**config.mk**
```make
export PLATFORM = sky130hd
export DESIGN_NAME = shift_add_mul
export DESIGN_NICKNAME = d
export VERILOG_FILES = /design/src/rtl/shift_add_mul_pkg.sv /design/src/rtl/sam_adder.sv /design/src/rtl/sam_datapath.sv /design/src/rtl/sam_ctrl.sv /design/src/rtl/shift_add_mul.sv
export SDC_FILE = /design/constraint.sdc
export NUM_CORES = 1
export LEC_CHECK = 0
export ABC_CLOCK_PERIOD_IN_PS = 7250
export BUFFER_PORTS_ARGS = -buffer_cell sky130_fd_sc_hd__buf_2
export CORE_MARGIN = 2
export CORE_UTILIZATION = 54
export CTS_CLUSTER_SIZE = 20
export DETAILED_ROUTE_END_ITERATION = 16
export PLACE_DENSITY = 0.8
export SYNTH_ARGS = -nofsm -noshare
export SYNTH_HDL_FRONTEND = slang
export SYNTH_HIERARCHICAL = 1
export SYNTH_SLANG_ARGS = --single-unit
```
**constraint.sdc**
```tcl
create_clock -name clk -period 7.25 [get_ports clk]
set_input_delay 0.725 -clock clk [delete_from_list [all_inputs] [get_ports clk]]
set_output_delay 0.725 -clock clk [all_outputs]
set_load 0.1 [all_outputs]
```
**src/rtl/shift_add_mul_pkg.sv**
```systemverilog
package shift_add_mul_pkg;
  typedef enum logic {
    PH_IDLE = 1'b0,
    PH_RUN  = 1'b1
  } phase_t;
endpackage

```
**src/rtl/sam_adder.sv**
```systemverilog
// Ripple-carry adder built from a generated full-adder chain; the carry out
// of the top bit is not formed because the product is kept modulo 2^W.
module sam_adder #(
  parameter int W = 16
) (
  input  logic [W-1:0] x,
  input  logic [W-1:0] y,
  output logic [W-1:0] s
);
  logic [W-1:0] cy;
  assign cy[0] = 1'b0;

  for (genvar i = 0; i < W; i++) begin : g_bit
    assign s[i] = x[i] ^ y[i] ^ cy[i];
    if (i < W - 1) begin : g_carry
      assign cy[i+1] = (x[i] & y[i]) | (cy[i] & (x[i] ^ y[i]));
    end
  end
endmodule

```
**src/rtl/sam_datapath.sv**
```systemverilog
// Operand shift registers and accumulator around one shared adder.
module sam_datapath #(
  parameter int W = 16
) (
  input  logic         clk,
  input  logic         rst_n,
  input  logic         load,
  input  logic         step,
  input  logic [W-1:0] a,
  input  logic [W-1:0] b,
  output logic [W-1:0] acc_next,
  output logic         last
);
  logic [W-1:0] mcand_q;
  logic [W-1:0] mplier_q;
  logic [W-1:0] acc_q;
  logic [W-1:0] addend;

  // Add the shifted multiplicand only when the current multiplier bit is set.
  assign addend = mplier_q[0] ? mcand_q : '0;

  sam_adder #(.W(W)) u_add (
    .x (acc_q),
    .y (addend),
    .s (acc_next)
  );

  // Nothing left above the bit handled in this cycle: this is the final step.
  assign last = ~|mplier_q[W-1:1];

  always_ff @(posedge clk or negedge rst_n) begin
    if (!rst_n) begin
      mcand_q  <= '0;
      mplier_q <= '0;
      acc_q    <= '0;
    end else if (load) begin
      mcand_q  <= a;
      mplier_q <= b;
      acc_q    <= '0;
    end else if (step) begin
      acc_q    <= acc_next;
      mcand_q  <= mcand_q << 1;
      mplier_q <= mplier_q >> 1;
    end
  end
endmodule

```
**src/rtl/sam_ctrl.sv**
```systemverilog
// Idle/run sequencing, request acceptance and the completion pulse.
module sam_ctrl
  import shift_add_mul_pkg::*;
(
  input  logic clk,
  input  logic rst_n,
  input  logic start,
  input  logic b_zero,
  input  logic last,
  output logic load,
  output logic step,
  output logic busy,
  output logic done
);
  phase_t ph_q;
  logic   done_q;

  assign load = start && (ph_q == PH_IDLE);
  assign step = (ph_q == PH_RUN);
  assign busy = step;
  assign done = done_q;

  always_ff @(posedge clk or negedge rst_n) begin
    if (!rst_n) begin
      ph_q   <= PH_IDLE;
      done_q <= 1'b0;
    end else begin
      done_q <= (load && b_zero) || (step && last);
      case (ph_q)
        PH_IDLE: if (load && !b_zero) ph_q <= PH_RUN;
        PH_RUN:  if (last)            ph_q <= PH_IDLE;
        default:                      ph_q <= PH_IDLE;
      endcase
    end
  end
endmodule

```
**src/rtl/shift_add_mul.sv**
```systemverilog
module shift_add_mul #(
  parameter int W = 16
) (
  input  logic         clk,
  input  logic         rst_n,
  input  logic         start,
  input  logic [W-1:0] a,
  input  logic [W-1:0] b,
  output logic [W-1:0] product,
  output logic         busy,
  output logic         done
);
  logic         load;
  logic         step;
  logic         last;
  logic         b_zero;
  logic [W-1:0] acc_next;
  logic [W-1:0] prod_q;

  assign b_zero = ~|b;

  sam_ctrl u_ctrl (
    .clk    (clk),
    .rst_n  (rst_n),
    .start  (start),
    .b_zero (b_zero),
    .last   (last),
    .load   (load),
    .step   (step),
    .busy   (busy),
    .done   (done)
  );

  sam_datapath #(.W(W)) u_dp (
    .clk      (clk),
    .rst_n    (rst_n),
    .load     (load),
    .step     (step),
    .a        (a),
    .b        (b),
    .acc_next (acc_next),
    .last     (last)
  );

  // Result register: written only on the edge that completes an operation.
  always_ff @(posedge clk or negedge rst_n) begin
    if (!rst_n)                prod_q <= '0;
    else if (load && b_zero)   prod_q <= '0;
    else if (step && last)     prod_q <= acc_next;
  end

  assign product = prod_q;
endmodule

```
=== Word level (Yosys, flattened, before mapping) ===
Cells that the tools add are included.

* Register bits: 66
* Output and inout bits: 18
* Logic and storage cells: 104

* Mux-type cells: 12
* Bitwise logic cells: 75
* Reductions and logical operators: 11

{| class="wikitable"
|+ Operator list
! operator !! number
|-
| $mux W16 || 9
|-
| $xor A1 B1 Y1 || 31
|-
| $and A1 B1 Y1 || 29
|-
| $reduce_or A16 Y1 || 1
|-
| $reduce_or A15 Y1 || 1
|-
| $or A1 B1 Y1 || 14
|-
| $logic_and A1 B1 Y1 || 4
|-
| $reduce_bool A2 Y1 || 2
|-
| $logic_not A1 Y1 || 2
|-
| $mux W1 || 2
|-
| $pmux W1 S2 || 1
|-
| $logic_or A1 B1 Y1 || 1
|-
| $not A1 Y1 || 1
|}

=== Depth between registers and ports, before layout ===
Gate-level depths: netlist (run 1).

* Word-level depth: 33
* Gate-level depth with buffers: 21

=== By module ===
Netlist (run 1), hierarchy kept.

{| class="wikitable"
|+ Modules (own cells, without submodules)
! module !! instances !! cells each !! area an instance (um^2)
|-
| sam_datapath || 1 || 213 || 2,278.4
|-
| shift_add_mul || 1 || 59 || 721.9
|-
| sam_adder || 1 || 21 || 335.3
|-
| sam_ctrl || 1 || 10 || 95.1
|}

=== Least setup slack after synthesis (run 1) ===
Ideal clock, no wire load.

* Path kind: flip-flop to flip-flop
* Start point: register u_dp.mplier_q[0]
* End point: register u_dp.acc_q[15]
* Library setup time: 0.132 ns
* Data arrival time: 6.431 ns
* Data required time: 7.118 ns
* Path slack: 0.687 ns
* Cell stages (with the launch flop): 22
* Path buffers: 0
* Cell sequence: dfrtp_1 -> and2_1 -> ha_1 -> inv_1 -> fa_1 -> inv_1 -> fa_1 -> fa_1 -> fa_1 -> fa_1 -> fa_1 -> fa_1 -> fa_1 -> fa_1 -> fa_1 -> fa_1 -> fa_1 -> fa_1 -> fa_1 -> xor3_1 -> mux2i_1 -> nor2_1

* Cells in the longest elaborated chain, start to end: 33

{| class="wikitable"
|+ RTL lines
! what !! RTL line !! source
|-
| from (decl) || sam_datapath.sv:15 || <nowiki>logic [W-1:0] mplier_q;</nowiki>
|-
| from (signal assigned) || sam_datapath.sv:43 || <nowiki>mplier_q <= mplier_q >> 1;</nowiki>
|-
| $mux W16 || sam_datapath.sv:20 || <nowiki>assign addend = mplier_q[0] ? mcand_q : '0;</nowiki>
|-
| via u_dp.addend[0] || sam_datapath.sv:17 || <nowiki>logic [W-1:0] addend;</nowiki>
|-
| $and A1 B1 Y1 (2 in a row) || sam_adder.sv:16 || <nowiki>assign cy[i+1] = (x[i] & y[i]) | (cy[i] & (x[i] ^ y[i]));</nowiki>
|-
| $or A1 B1 Y1 || sam_adder.sv:16 ||
|-
| $and A1 B1 Y1 || sam_adder.sv:16 ||
|-
| $or A1 B1 Y1 || sam_adder.sv:16 ||
|-
| $and A1 B1 Y1 || sam_adder.sv:16 ||
|-
| $or A1 B1 Y1 || sam_adder.sv:16 ||
|-
| [18 not listed] || - ||
|-
| $and A1 B1 Y1 || sam_adder.sv:16 ||
|-
| $or A1 B1 Y1 || sam_adder.sv:16 ||
|-
| $and A1 B1 Y1 || sam_adder.sv:16 ||
|-
| $or A1 B1 Y1 || sam_adder.sv:16 ||
|-
| $xor A1 B1 Y1 || sam_adder.sv:14 || <nowiki>assign s[i] = x[i] ^ y[i] ^ cy[i];</nowiki>
|-
| via acc_next[15] || shift_add_mul.sv:17 || <nowiki>logic [W-1:0] acc_next;</nowiki>
|-
| $mux W16 || sam_datapath.sv:40 || <nowiki>end else if (step) begin</nowiki>
|-
| $mux W16 || sam_datapath.sv:36 || <nowiki>end else if (load) begin</nowiki>
|-
| to (signal assigned) || sam_datapath.sv:41 || <nowiki>acc_q <= acc_next;</nowiki>
|-
| to (decl) || sam_datapath.sv:16 || <nowiki>logic [W-1:0] acc_q;</nowiki>
|}

The timed path passes the listed nets, and every way through them passes these cells. The select of a mux whose other input is x is not followed.
A chain may end at the register's enable or synchronous reset.

=== Final worst setup path (run 1) ===
Same ends and word-level chain as after synthesis.

==> impl_metrics.env, run 1 <==
export IMPL_start_util_pct=55.0
export IMPL_power_leakage_nw=2.10
export IMPL_htree_levels=3
export IMPL_rr_worst_depth=21
export IMPL_synth_top_family_by_area="multiplexers"
export IMPL_criticalPathCategory="flop to flop"
export IMPL_synthMuxAreaShare_pct=18.1
export IMPL_grt_use_total_pct=20.6
export IMPL_synthFlopType="dfrtp_1"
export IMPL_grt_pass1_wl_um=11300
export IMPL_synth_edf_count=0
export IMPL_yosys_area_top_type_share_pct=48.1
export IMPL_grt_pass1_vias=2407
export IMPL_antenna_found_initial=0
export IMPL_finalHoldViolCount=0
export IMPL_ctsHoldBuffers=0
export IMPL_period_share_pct=95.4
export IMPL_num_io_pins=53
export IMPL_ys_ff_latch=66
export IMPL_fp_dieW_um=83.7
export IMPL_post_cts_buffers=0
export IMPL_drv_cap=0
export IMPL_slew_headroom_pct=44.3
export IMPL_cts_tree="yes"
export IMPL_synthCells=303
export IMPL_tns_ps=0
export IMPL_synth_top_cell_by_area="dfrtp_1"
export IMPL_worstPathRequired_ps=7450
export IMPL_drt_initial_drc_count=139
export IMPL_finalClockSkew_ps=9.02
export IMPL_avgSynthCellArea_um2=11.3
export IMPL_worst_slew_pin_slew_ps=835
export IMPL_vias=2337
export IMPL_cp_end_kind="flop"
export IMPL_numPortBuffers=52
export IMPL_fmax_ghz=0.145
export IMPL_drc=0
export IMPL_synth_adder_area_share_pct=8.53
export IMPL_gp_congestion=0.817
export IMPL_design_area_um2=3890
export IMPL_dpl_cell_area_um2=3640
export IMPL_r2r_setup_slack_ps=330
export IMPL_synth_area_leaders="dfrtp_1 (48%), mux2i_1 (18%), fa_1 (8.2%), o21ai_0 (4.5%), nand2_1 (3.7%)"
export IMPL_ys_types=25
export IMPL_cts_made_buffers=9
export IMPL_cts_repair_resized=0
export IMPL_clk_pin_slew_ps=70
export IMPL_p_per_area_nw_per_um2=493
export IMPL_dp_hpwl_um=4480
export IMPL_slew_viol_final=0
export IMPL_critPathLaunchType="flop"
export IMPL_cp_arrival_ps=7120
export IMPL_yosysWarningCount=6
export IMPL_viasPerCell=5.43
export IMPL_finalCriticalPeriod_ps=6920
export IMPL_drive_gt1_share_pct=21.2
export IMPL_worstPathMaxFanout=10
export IMPL_drtPass1Iterations=4
export IMPL_ys_seq_area_share_pct=48.1
export IMPL_synthSimpleGateAreaFrac_pct=11.2
export IMPL_synth_fp_nets=353
export IMPL_rows=29
export IMPL_setup_viol_count_final=0
export IMPL_outcome="complete, no violations"
export IMPL_synth_xor_area_share_pct=0.693
export IMPL_diodes=0
export IMPL_routedWlPerCell_um=15.5
export IMPL_clock_latency_ps=340
export IMPL_syn2layout_area_growth_pct=13.4
export IMPL_cts_path_max_buffers=2
export IMPL_cts_root_buf="clkbuf_8"
export IMPL_grt_overflow=0
export IMPL_irDropWorstVdd_v=0.000318
export IMPL_core_um2=6240
export IMPL_final_net_count=398
export IMPL_dieHeight_um=83.7
export IMPL_routed_wl_um=6670
export IMPL_clock_sinks=66
export IMPL_grt_start_max_net_pins=71
export IMPL_die_area_um2=7010
export IMPL_synth_cell_area_um2=3430
export IMPL_drtAntennaViolNets=0
export IMPL_synth_async_reset_ratio_pct=100
export IMPL_synth_compound_area_share_pct=7.40
export IMPL_rsz0062_at_grt="no"
export IMPL_worstHoldPathType="primary input to asynchronous set/reset pin"
-- final cells by class --
type | count | area (µm²)
clock buffers | 11 | 151
clock inverters | 5 | 100
fillers | 499 | 2350
inverters | 6 | 22.5
multi-input cells | 209 | 1580
flip-flops and latches | 66 | 1650
well taps | 77 | 96.3
repair buffers | 56 | 290
-- cell usage in the layout, fill, tap and decap left out, drive strengths merged --
cell type	n
and2	16
nand2	35
and2b	1
nor4	7
clkinv	2
buf	56
bufinv	3
clkbuf	11
xor3	1
nor3	1
fa	14
nand2b	2
dfrtp	66
inv	6
a22o	1
and4	2
o21ai	33
mux2i	62
a21oi	16
ha	1
nor2	17
-- cell usage after synthesis, types with 4 or more instances --
library cell / number
dfrtp_1: 66
mux2i_1: 62
nand2_1: 34
o21ai_0: 31
nor2_1: 17
a21oi_1: 16
and2_1: 16
fa_1: 14
clkbuf_1: 9
nor4_1: 7
inv_1: 6
buf_6: 5
buf_4: 4
-- cell families (layout without fill, tap and decap cells) --
kind of cell	after synthesis	count (layout)
adder cells (fa/ha/maj)	15	15
AO/OA/AOI/OAI	50	50
multiplexers	62	62
flip-flops	66	66
XOR/XNOR	1	1
buffers and inverters	28	78
AND/OR/NAND/NOR	81	81
-- report_power, final --
group          switching, mW  internal [mW]
clock                  0.137          0.246
combinational          0.619          0.272
sequential             0.113          0.528
-- stage by stage --
| step | setup slack (ps) | total power, mW | util, % | cells | hold slack [ps] |
|---|---|---|---|---|---|
| 3_3_place_gp | 503 | 1.51 | 58.3 | 414 | 506 |
| 4_1_cts | 310 | 1.93 | 62.3 | 430 | 568 |
| 3_5_place_dp | 335 | 1.54 | 58.3 | 414 | 551 |
| 2_1_floorplan | 687 | 1.37 | - | 303 | 429 |
| 5_1_grt | 58.3 | 2.03 | 62.3 | 430 | 586 |
| 6_report | 332 | 1.92 | 62.3 | 430 | 553 |
-- sequential cells by signal, summed over array words and instances, names as in the netlist --
register and count:
product 16, u_ctrl/done 1, u_dp/mplier_q 16, u_dp/mcand_q 16, u_dp/acc_q 16, u_ctrl/busy 1
-- routing by layer --
| layer | wire, µm | GRT usage, % | up-vias |
|---|---|---|---|
| met3 | 203 | 3.66 | 8 |
| met4 | 103 | 9.53 | 0 |
| li1 | - | - | 1119 |
| met5 | 0 | 0 | - |
| met1 | 2990 | 26.1 | 1166 |
| met2 | 3370 | 34.5 | 44 |
-- final timing paths --
kind                                               to                    startpoint
hold / removal                  u_ctrl/busy$_DFF_PN0_                         rst_n
setup reg to reg           u_dp/acc_q[15]$_DFFE_PN0P_  u_dp/mplier_q[0]$_DFFE_PN0P_
hold reg to reg             u_dp/acc_q[1]$_DFFE_PN0P_     u_dp/acc_q[1]$_DFFE_PN0P_
setup / recovery           u_dp/acc_q[15]$_DFFE_PN0P_  u_dp/mplier_q[0]$_DFFE_PN0P_
max in group asynchronous       u_ctrl/busy$_DFF_PN0_                         rst_n
min in group clk            u_dp/acc_q[1]$_DFFE_PN0P_     u_dp/acc_q[1]$_DFFE_PN0P_
-- critical path, stage by stage (launching register included) --
cell and delay, ps:
dfrtp_1 460, and2_1 200, ha_1 190, inv_1 70
fa_1 160, inv_1 50, fa_1 370, fa_1 400
fa_1 390, fa_1 420, fa_1 400, fa_1 390
fa_1 390, fa_1 380, fa_1 390, fa_1 400
fa_1 390, fa_1 390, fa_1 370, xor3_1 380
mux2i_1 140, nor2_1 60
Power figures use the tool's default switching activity.
==> run 2: changes to the inputs <==
Settings changed: PLACE_DENSITY 0.8 to 0.81, SYNTH_HIERARCHICAL 1 to not set.
==> impl_metrics.env, run 2 <==
export IMPL_cts_path_max_buffers=2
export IMPL_synthFlopType="dfrtp_1"
export IMPL_setup_viol_count_final=0
export IMPL_comb_power_share_pct=49.1
export IMPL_yosys_area_top_type_share_pct=49.0
export IMPL_synth_common_cells="nand2_1 (70), dfrtp_1 (66), mux2i_1 (35)"
export IMPL_layout_common_cells="nand2_1 (70), dfrtp_1 (65), buf_2 (52)"
export IMPL_diodes=0
export IMPL_synth_edf_count=0
export IMPL_num_io_pins=53
export IMPL_drt_initial_drc_count=160
export IMPL_drc=0
export IMPL_rr_worst_depth=22
export IMPL_switchingPower_uw=852
export IMPL_criticalPathCategory="flop to flop"
export IMPL_cp_slowest_cell="fa_1"
export IMPL_rows=28
export IMPL_yosysWarningCount=0
export IMPL_synth_area_leaders="dfrtp_1 (49%), mux2i_1 (10%), fa_1 (8.3%), nand2_1 (7.8%), o21ai_1 (4.6%)"
export IMPL_ys_seq_area_share_pct=49.0
export IMPL_antenna_found_initial=0
export IMPL_die_area_um2=6890
export IMPL_dp_hpwl_um=4640
export IMPL_crit_chain="and2_1 > ha_1 > inv_1 > fa_1 > fa_1 > fa_1 > fa_2 > fa_2 > fa_2 > fa_1 > fa_1 > fa_1 > fa_1 > fa_2 > fa_1 > fa_1 > inv_1 > fa_1 > xor2_1 > xnor2_1 > mux2i_1 > nor2_2"
export IMPL_grt_use_total_pct=20.8
export IMPL_tns_ps=0
export IMPL_clock_sinks=66
export IMPL_ctsHoldBuffers=0
export IMPL_holdPathStages=2
export IMPL_synth_fp_nets=372
export IMPL_clock_latency_ps=340
export IMPL_htree_levels=3
export IMPL_start_util_pct=56.2
export IMPL_synthCells=322
export IMPL_synth_cell_area_um2=3370
export IMPL_slew_headroom_pct=44.3
export IMPL_internal_power_uw=896
export IMPL_drtPass1Iterations=4
export IMPL_dpl_cell_area_um2=3650
export IMPL_instances_no_fill=448
export IMPL_fillers=462
export IMPL_worstReg2RegEnd="product[15]$_DFFE_PN0P_"
export IMPL_critPathLaunchType="flop"
export IMPL_outcome="complete, no violations"
export IMPL_synth_top_cell_by_area="dfrtp_1"
export IMPL_drtAntennaViolNets=0
export IMPL_switching_share_pct=48.7
export IMPL_drv_cap=0
export IMPL_worstPathMaxFanout=3
export IMPL_multi_input_area_um2=1550
export IMPL_clk_pin_slew_ps=60
export IMPL_total_power_mw=1.75
export IMPL_worst_slew_pin_slew_ps=833
export IMPL_fin_util_pct=63.9
export IMPL_grt_start_max_net_pins=69
export IMPL_r2r_start="u_dp.mplier_q[0]$_DFFE_PN0P_"
export IMPL_r2r_setup_slack_ps=310
export IMPL_finalCriticalPeriod_ps=6940
export IMPL_yosysMostFrequentCell="nand2_1"
export IMPL_vias=2363
export IMPL_cp_arrival_ps=7130
export IMPL_grt_overflow=0
export IMPL_final_common_cell="nand2_1"
export IMPL_cp_top_family="adder cells"
export IMPL_dieHeight_um=83.0
export IMPL_seqPwrFrac_pct=35.5
export IMPL_ys_ff_latch=66
export IMPL_rsz0062_at_grt="no"
export IMPL_p_clk_share_pct=15.4
export IMPL_cts_made_buffers=9
export IMPL_irDropWorstVdd_v=0.000311
export IMPL_worstHoldEndpoint="u_dp.acc_q[1]$_DFFE_PN0P_"
export IMPL_crit_top_cell="fa_1"
export IMPL_fp_dieW_um=83.0
export IMPL_finalHoldViolCount=0
export IMPL_final_net_count=419
export IMPL_gp_congestion=0.802
export IMPL_cts_root_buf="clkbuf_8"
export IMPL_worstHoldPathType="flop to flop"
export IMPL_routed_wl_um=6490
export IMPL_slew_viol_final=0
export IMPL_final_seq_area_um2=1650
export IMPL_core_um2=5990
export IMPL_fmax_ghz=0.144
export IMPL_critical_path_max_stage_delay_ps=440
export IMPL_viasPerCell=5.27
export IMPL_synth_async_reset_ratio_pct=100
export IMPL_power_leakage_nw=1.79
export IMPL_routedWlPerCell_um=14.5
export IMPL_placed_cells=433
export IMPL_drive_gt1_share_pct=25.2
export IMPL_worstPathRequired_ps=7440
export IMPL_period_share_pct=95.7
export IMPL_p_per_area_nw_per_um2=457
export IMPL_finalClockSkew_ps=8.28
export IMPL_grt_pass1_vias=2367
export IMPL_avgSynthCellArea_um2=10.5
export IMPL_grt_pass1_wl_um=11400
export IMPL_design_area_um2=3830
export IMPL_hp_start="u_dp.acc_q[1]$_DFFE_PN0P_"
export IMPL_ys_types=32
export IMPL_critPathBufInv=2
export IMPL_crit_cells=22
export IMPL_syn2layout_area_growth_pct=13.6
export IMPL_cp_end_kind="flop"
export IMPL_numPortBuffers=52
export IMPL_cts_tree="yes"
## run 2: cell types whose count changed after synthesis, sizes merged, moves of 11 or more
cell,change
and2,-14
inv,+11
mux2i,-27
nand2,+35
o22ai,+11
or2,+14
## run 2: worst max-delay path by stage
stage / slack (ps) / end / start
floorplan: 70 / product[15]$_DFFE_PN0P_ / u_dp.mplier_q[0]$_DFFE_PN0P_
global placement: 180 / product[15]$_DFFE_PN0P_ / u_dp.mcand_q[0]$_DFFE_PN0P_
detailed placement: 70 / product[15]$_DFFE_PN0P_ / u_dp.mplier_q[0]$_DFFE_PN0P_
global route: 20 / product[15]$_DFFE_PN0P_ / u_dp.mcand_q[0]$_DFFE_PN0P_
finish: 310 / product[15]$_DFFE_PN0P_ / u_dp.mplier_q[0]$_DFFE_PN0P_
CTS: 30 / product[15]$_DFFE_PN0P_ / u_dp.mplier_q[0]$_DFFE_PN0P_
## run 2: kinds of logic (layout without fill, tap and decap cells)
family                   Yosys count  after routing  synth area share, %
XOR/XNOR                           2              2                0.520
adder cells (fa/ha/maj)           15             15                 8.69
flip-flops                        66             66                 49.0
AO/OA/AOI/OAI                     59             59                 10.3
AND/OR/NAND/NOR                  107            107                 15.9
buffers and inverters             38             89                 5.24
multiplexers                      35             35                 10.4
## run 2: per-stage QoR
step                      worst slack [ps]  hold slack (ps)
final                                  312              497
after global routing                  20.3              518
after CTS                             26.8              502
after detailed placement              74.9              484
after global placement                 183              474
after floorplan                       73.4              429
## run 2: cell type report
type	count	area share (%)
clock buffer	12	4.05
clock inverter	3	0.392
inverter	18	1.77
multi-input combinational	218	40.5
sequential	66	43.2
tap	75	2.45
timing repair buffer	56	7.59
## run 2: what timing repair did
action | CTS | global route
setup endpoints to repair | 0 | 4
gates resized for setup | 0 | 4
setup buffers | 0 | 0
## run 2: worst register-to-register path: stages (launching register included)
cell and delay (ps):
dfrtp_1 370, and2_1 130, ha_1 130, inv_1 50
fa_1 420, fa_1 430, fa_1 440, fa_2 380
fa_2 380, fa_2 380, fa_1 420, fa_1 430
fa_1 430, fa_1 440, fa_2 390, fa_1 420
fa_1 390, inv_1 80, fa_1 180, xor2_1 170
xnor2_1 110, mux2i_1 160, nor2_2 50
## run 2: power by group through the flow
stage,clock network [mW],logic (mW),registers (mW)
after global placement,0,0.838,0.616
after global routing,0.294,0.936,0.639
after detailed placement,0,0.865,0.625
after floorplan,0,0.394,0.927
after CTS,0.277,0.864,0.620
final,0.269,0.858,0.621
## run 2: per-layer routing
metal / up-vias / GRT usage (%) / routed length, µm
met5: - / 0 / 0
met4: 0 / 7.15 / 99
li1: 1168 / - / -
met3: 10 / 4.67 / 285
met1: 1132 / 31.7 / 3140
met2: 53 / 29.5 / 2970
==> run 3: changes to the inputs <==
Settings changed: MAX_ROUTING_LAYER set to met4.
==> impl_metrics.env, run 3 (synthesized netlist as in run 2, its figures left out) <==
export IMPL_outcome="complete, no violations"
export IMPL_finalCriticalPeriod_ps=6950
export IMPL_fmax_ghz=0.144
export IMPL_cp_end_kind="flop"
export IMPL_finalClockSkew_ps=8.34
export IMPL_fin_util_pct=63.9
export IMPL_worstHoldEndpoint="u_dp.acc_q[1]$_DFFE_PN0P_"
export IMPL_dp_hpwl_um=4640
export IMPL_ctsHoldBuffers=0
export IMPL_grt_pass1_vias=2374
export IMPL_worstPathMaxFanout=3
export IMPL_drtPass1Iterations=5
export IMPL_final_net_count=419
export IMPL_critical_path_max_stage_delay_ps=440
export IMPL_clock_latency_ps=340
export IMPL_dieHeight_um=83.0
export IMPL_worstPathRequired_ps=7440
export IMPL_fillers=462
export IMPL_gp_congestion=0.814
export IMPL_cts_path_max_buffers=2
export IMPL_r2r_start="u_dp.mplier_q[0]$_DFFE_PN0P_"
export IMPL_routedWlPerCell_um=14.5
export IMPL_num_io_pins=53
export IMPL_start_util_pct=56.2
export IMPL_tns_ps=0
export IMPL_rr_worst_depth=22
export IMPL_final_common_cell="nand2_1"
export IMPL_htree_levels=3
export IMPL_crit_top_cell="fa_1"
export IMPL_crit_chain="and2_1 > ha_1 > inv_1 > fa_1 > fa_1 > fa_1 > fa_2 > fa_2 > fa_2 > fa_1 > fa_1 > fa_1 > fa_1 > fa_2 > fa_1 > fa_1 > inv_1 > fa_1 > xor2_1 > xnor2_1 > mux2i_1 > nor2_2"
export IMPL_drtAntennaViolNets=0
export IMPL_numPortBuffers=52
export IMPL_diodes=0
export IMPL_p_per_area_nw_per_um2=457
export IMPL_slew_viol_final=0
export IMPL_layout_common_cells="nand2_1 (70), dfrtp_1 (65), buf_2 (52)"
export IMPL_slew_headroom_pct=44.4
export IMPL_die_area_um2=6890
export IMPL_worstReg2RegEnd="product[15]$_DFFE_PN0P_"
export IMPL_cts_made_buffers=9
export IMPL_power_leakage_nw=1.79
export IMPL_vias=2380
export IMPL_drv_cap=0
export IMPL_critPathLaunchType="flop"
export IMPL_viasPerCell=5.31
export IMPL_finalHoldViolCount=0
export IMPL_r2r_setup_slack_ps=300
export IMPL_cp_arrival_ps=7130
export IMPL_antenna_found_initial=0
export IMPL_drive_gt1_share_pct=25.2
export IMPL_core_um2=5990
export IMPL_rsz0062_at_grt="no"
export IMPL_grt_use_total_pct=21.4
export IMPL_drc=0
export IMPL_holdPathStages=2
export IMPL_fp_dieW_um=83.0
export IMPL_syn2layout_area_growth_pct=13.6
export IMPL_grt_overflow=0
export IMPL_hp_start="u_dp.acc_q[1]$_DFFE_PN0P_"
export IMPL_cts_tree="yes"
export IMPL_period_share_pct=95.8
export IMPL_worst_slew_pin_slew_ps=831
export IMPL_setup_viol_count_final=0
export IMPL_criticalPathCategory="flop to flop"
export IMPL_rows=28
export IMPL_cts_root_buf="clkbuf_8"
export IMPL_cp_slowest_cell="fa_1"
export IMPL_irDropWorstVdd_v=0.000311
export IMPL_clk_pin_slew_ps=60
export IMPL_drt_initial_drc_count=166
export IMPL_grt_pass1_wl_um=11400
export IMPL_worstHoldPathType="flop to flop"
export IMPL_routed_wl_um=6520
export IMPL_grt_start_max_net_pins=69
export IMPL_clock_sinks=66
[run 3: cell counts in the layout (fill, tap and decap cells not counted)]
No cell type changed its count.
[run 3: worst max-delay path by stage]
stage	from	end	depth (start not counted)
after floorplan	u_dp.mplier_q[0]$_DFFE_PN0P_	product[15]$_DFFE_PN0P_	22
after global placement	u_dp.mcand_q[0]$_DFFE_PN0P_	product[15]$_DFFE_PN0P_	22
after detailed placement	u_dp.mplier_q[0]$_DFFE_PN0P_	product[15]$_DFFE_PN0P_	22
after CTS	u_dp.mplier_q[0]$_DFFE_PN0P_	product[15]$_DFFE_PN0P_	22
after global routing	u_dp.mcand_q[0]$_DFFE_PN0P_	product[15]$_DFFE_PN0P_	22
final	u_dp.mplier_q[0]$_DFFE_PN0P_	product[15]$_DFFE_PN0P_	22
[run 3: cell type report]
cell class	instances	area, µm²	area share (%)
Clock buffer	12	155	4.05
Clock inverter	3	15.0	0.392
Inverter	18	67.6	1.77
Multi-Input combinational cell	218	1550	40.5
Sequential cell	66	1650	43.2
Tap cell	75	93.8	2.45
Timing Repair Buffer	56	290	7.59
[run 3: metrics by stage]
step | std cells | power [mW] | hold slack, ps | setup WS, ps | instance area [µm²]
final | 448 | 1.75 | 496 | 304 | 3830
after global routing | 448 | 1.87 | 518 | 20.3 | 3830
after CTS | 448 | 1.76 | 502 | 26.8 | 3820
after floorplan | 322 | 1.32 | 429 | 73.4 | 3370
after global placement | 433 | 1.45 | 474 | 183 | 3650
after detailed placement | 433 | 1.49 | 484 | 74.9 | 3650
[run 3: power breakdown]
group | internal (mW) | switching (mW)
Combinational | 0.239 | 0.621
Clock | 0.139 | 0.129
Sequential | 0.518 | 0.102
Total | 0.896 | 0.852
[run 3: what timing repair did]
action | CTS | global route
endpoints found under the setup margin | 0 | 4
buffers inserted | 0 | 0
resized for setup | 0 | 4
[run 3: critical path: cells and delay by family (launching register included)]
family | cells | cell delay [ps]
buffers and inverters | 2 | 130
adder cells (fa/ha/maj) | 15 | 5670
AND/OR/NAND/NOR | 2 | 180
multiplexers | 1 | 160
XOR/XNOR | 2 | 280
flip-flops | 1 | 370
[run 3: layer usage]
layer	up-vias	GRT usage (%)	wire length (µm)	part of all wire, %
met5	-	-	0	0
met4	0	7.15	99	1.5
met3	10	4.67	262	4.0
met2	55	29.5	2940	45
met1	1146	31.6	3220	49
li1	1169	-	-	-
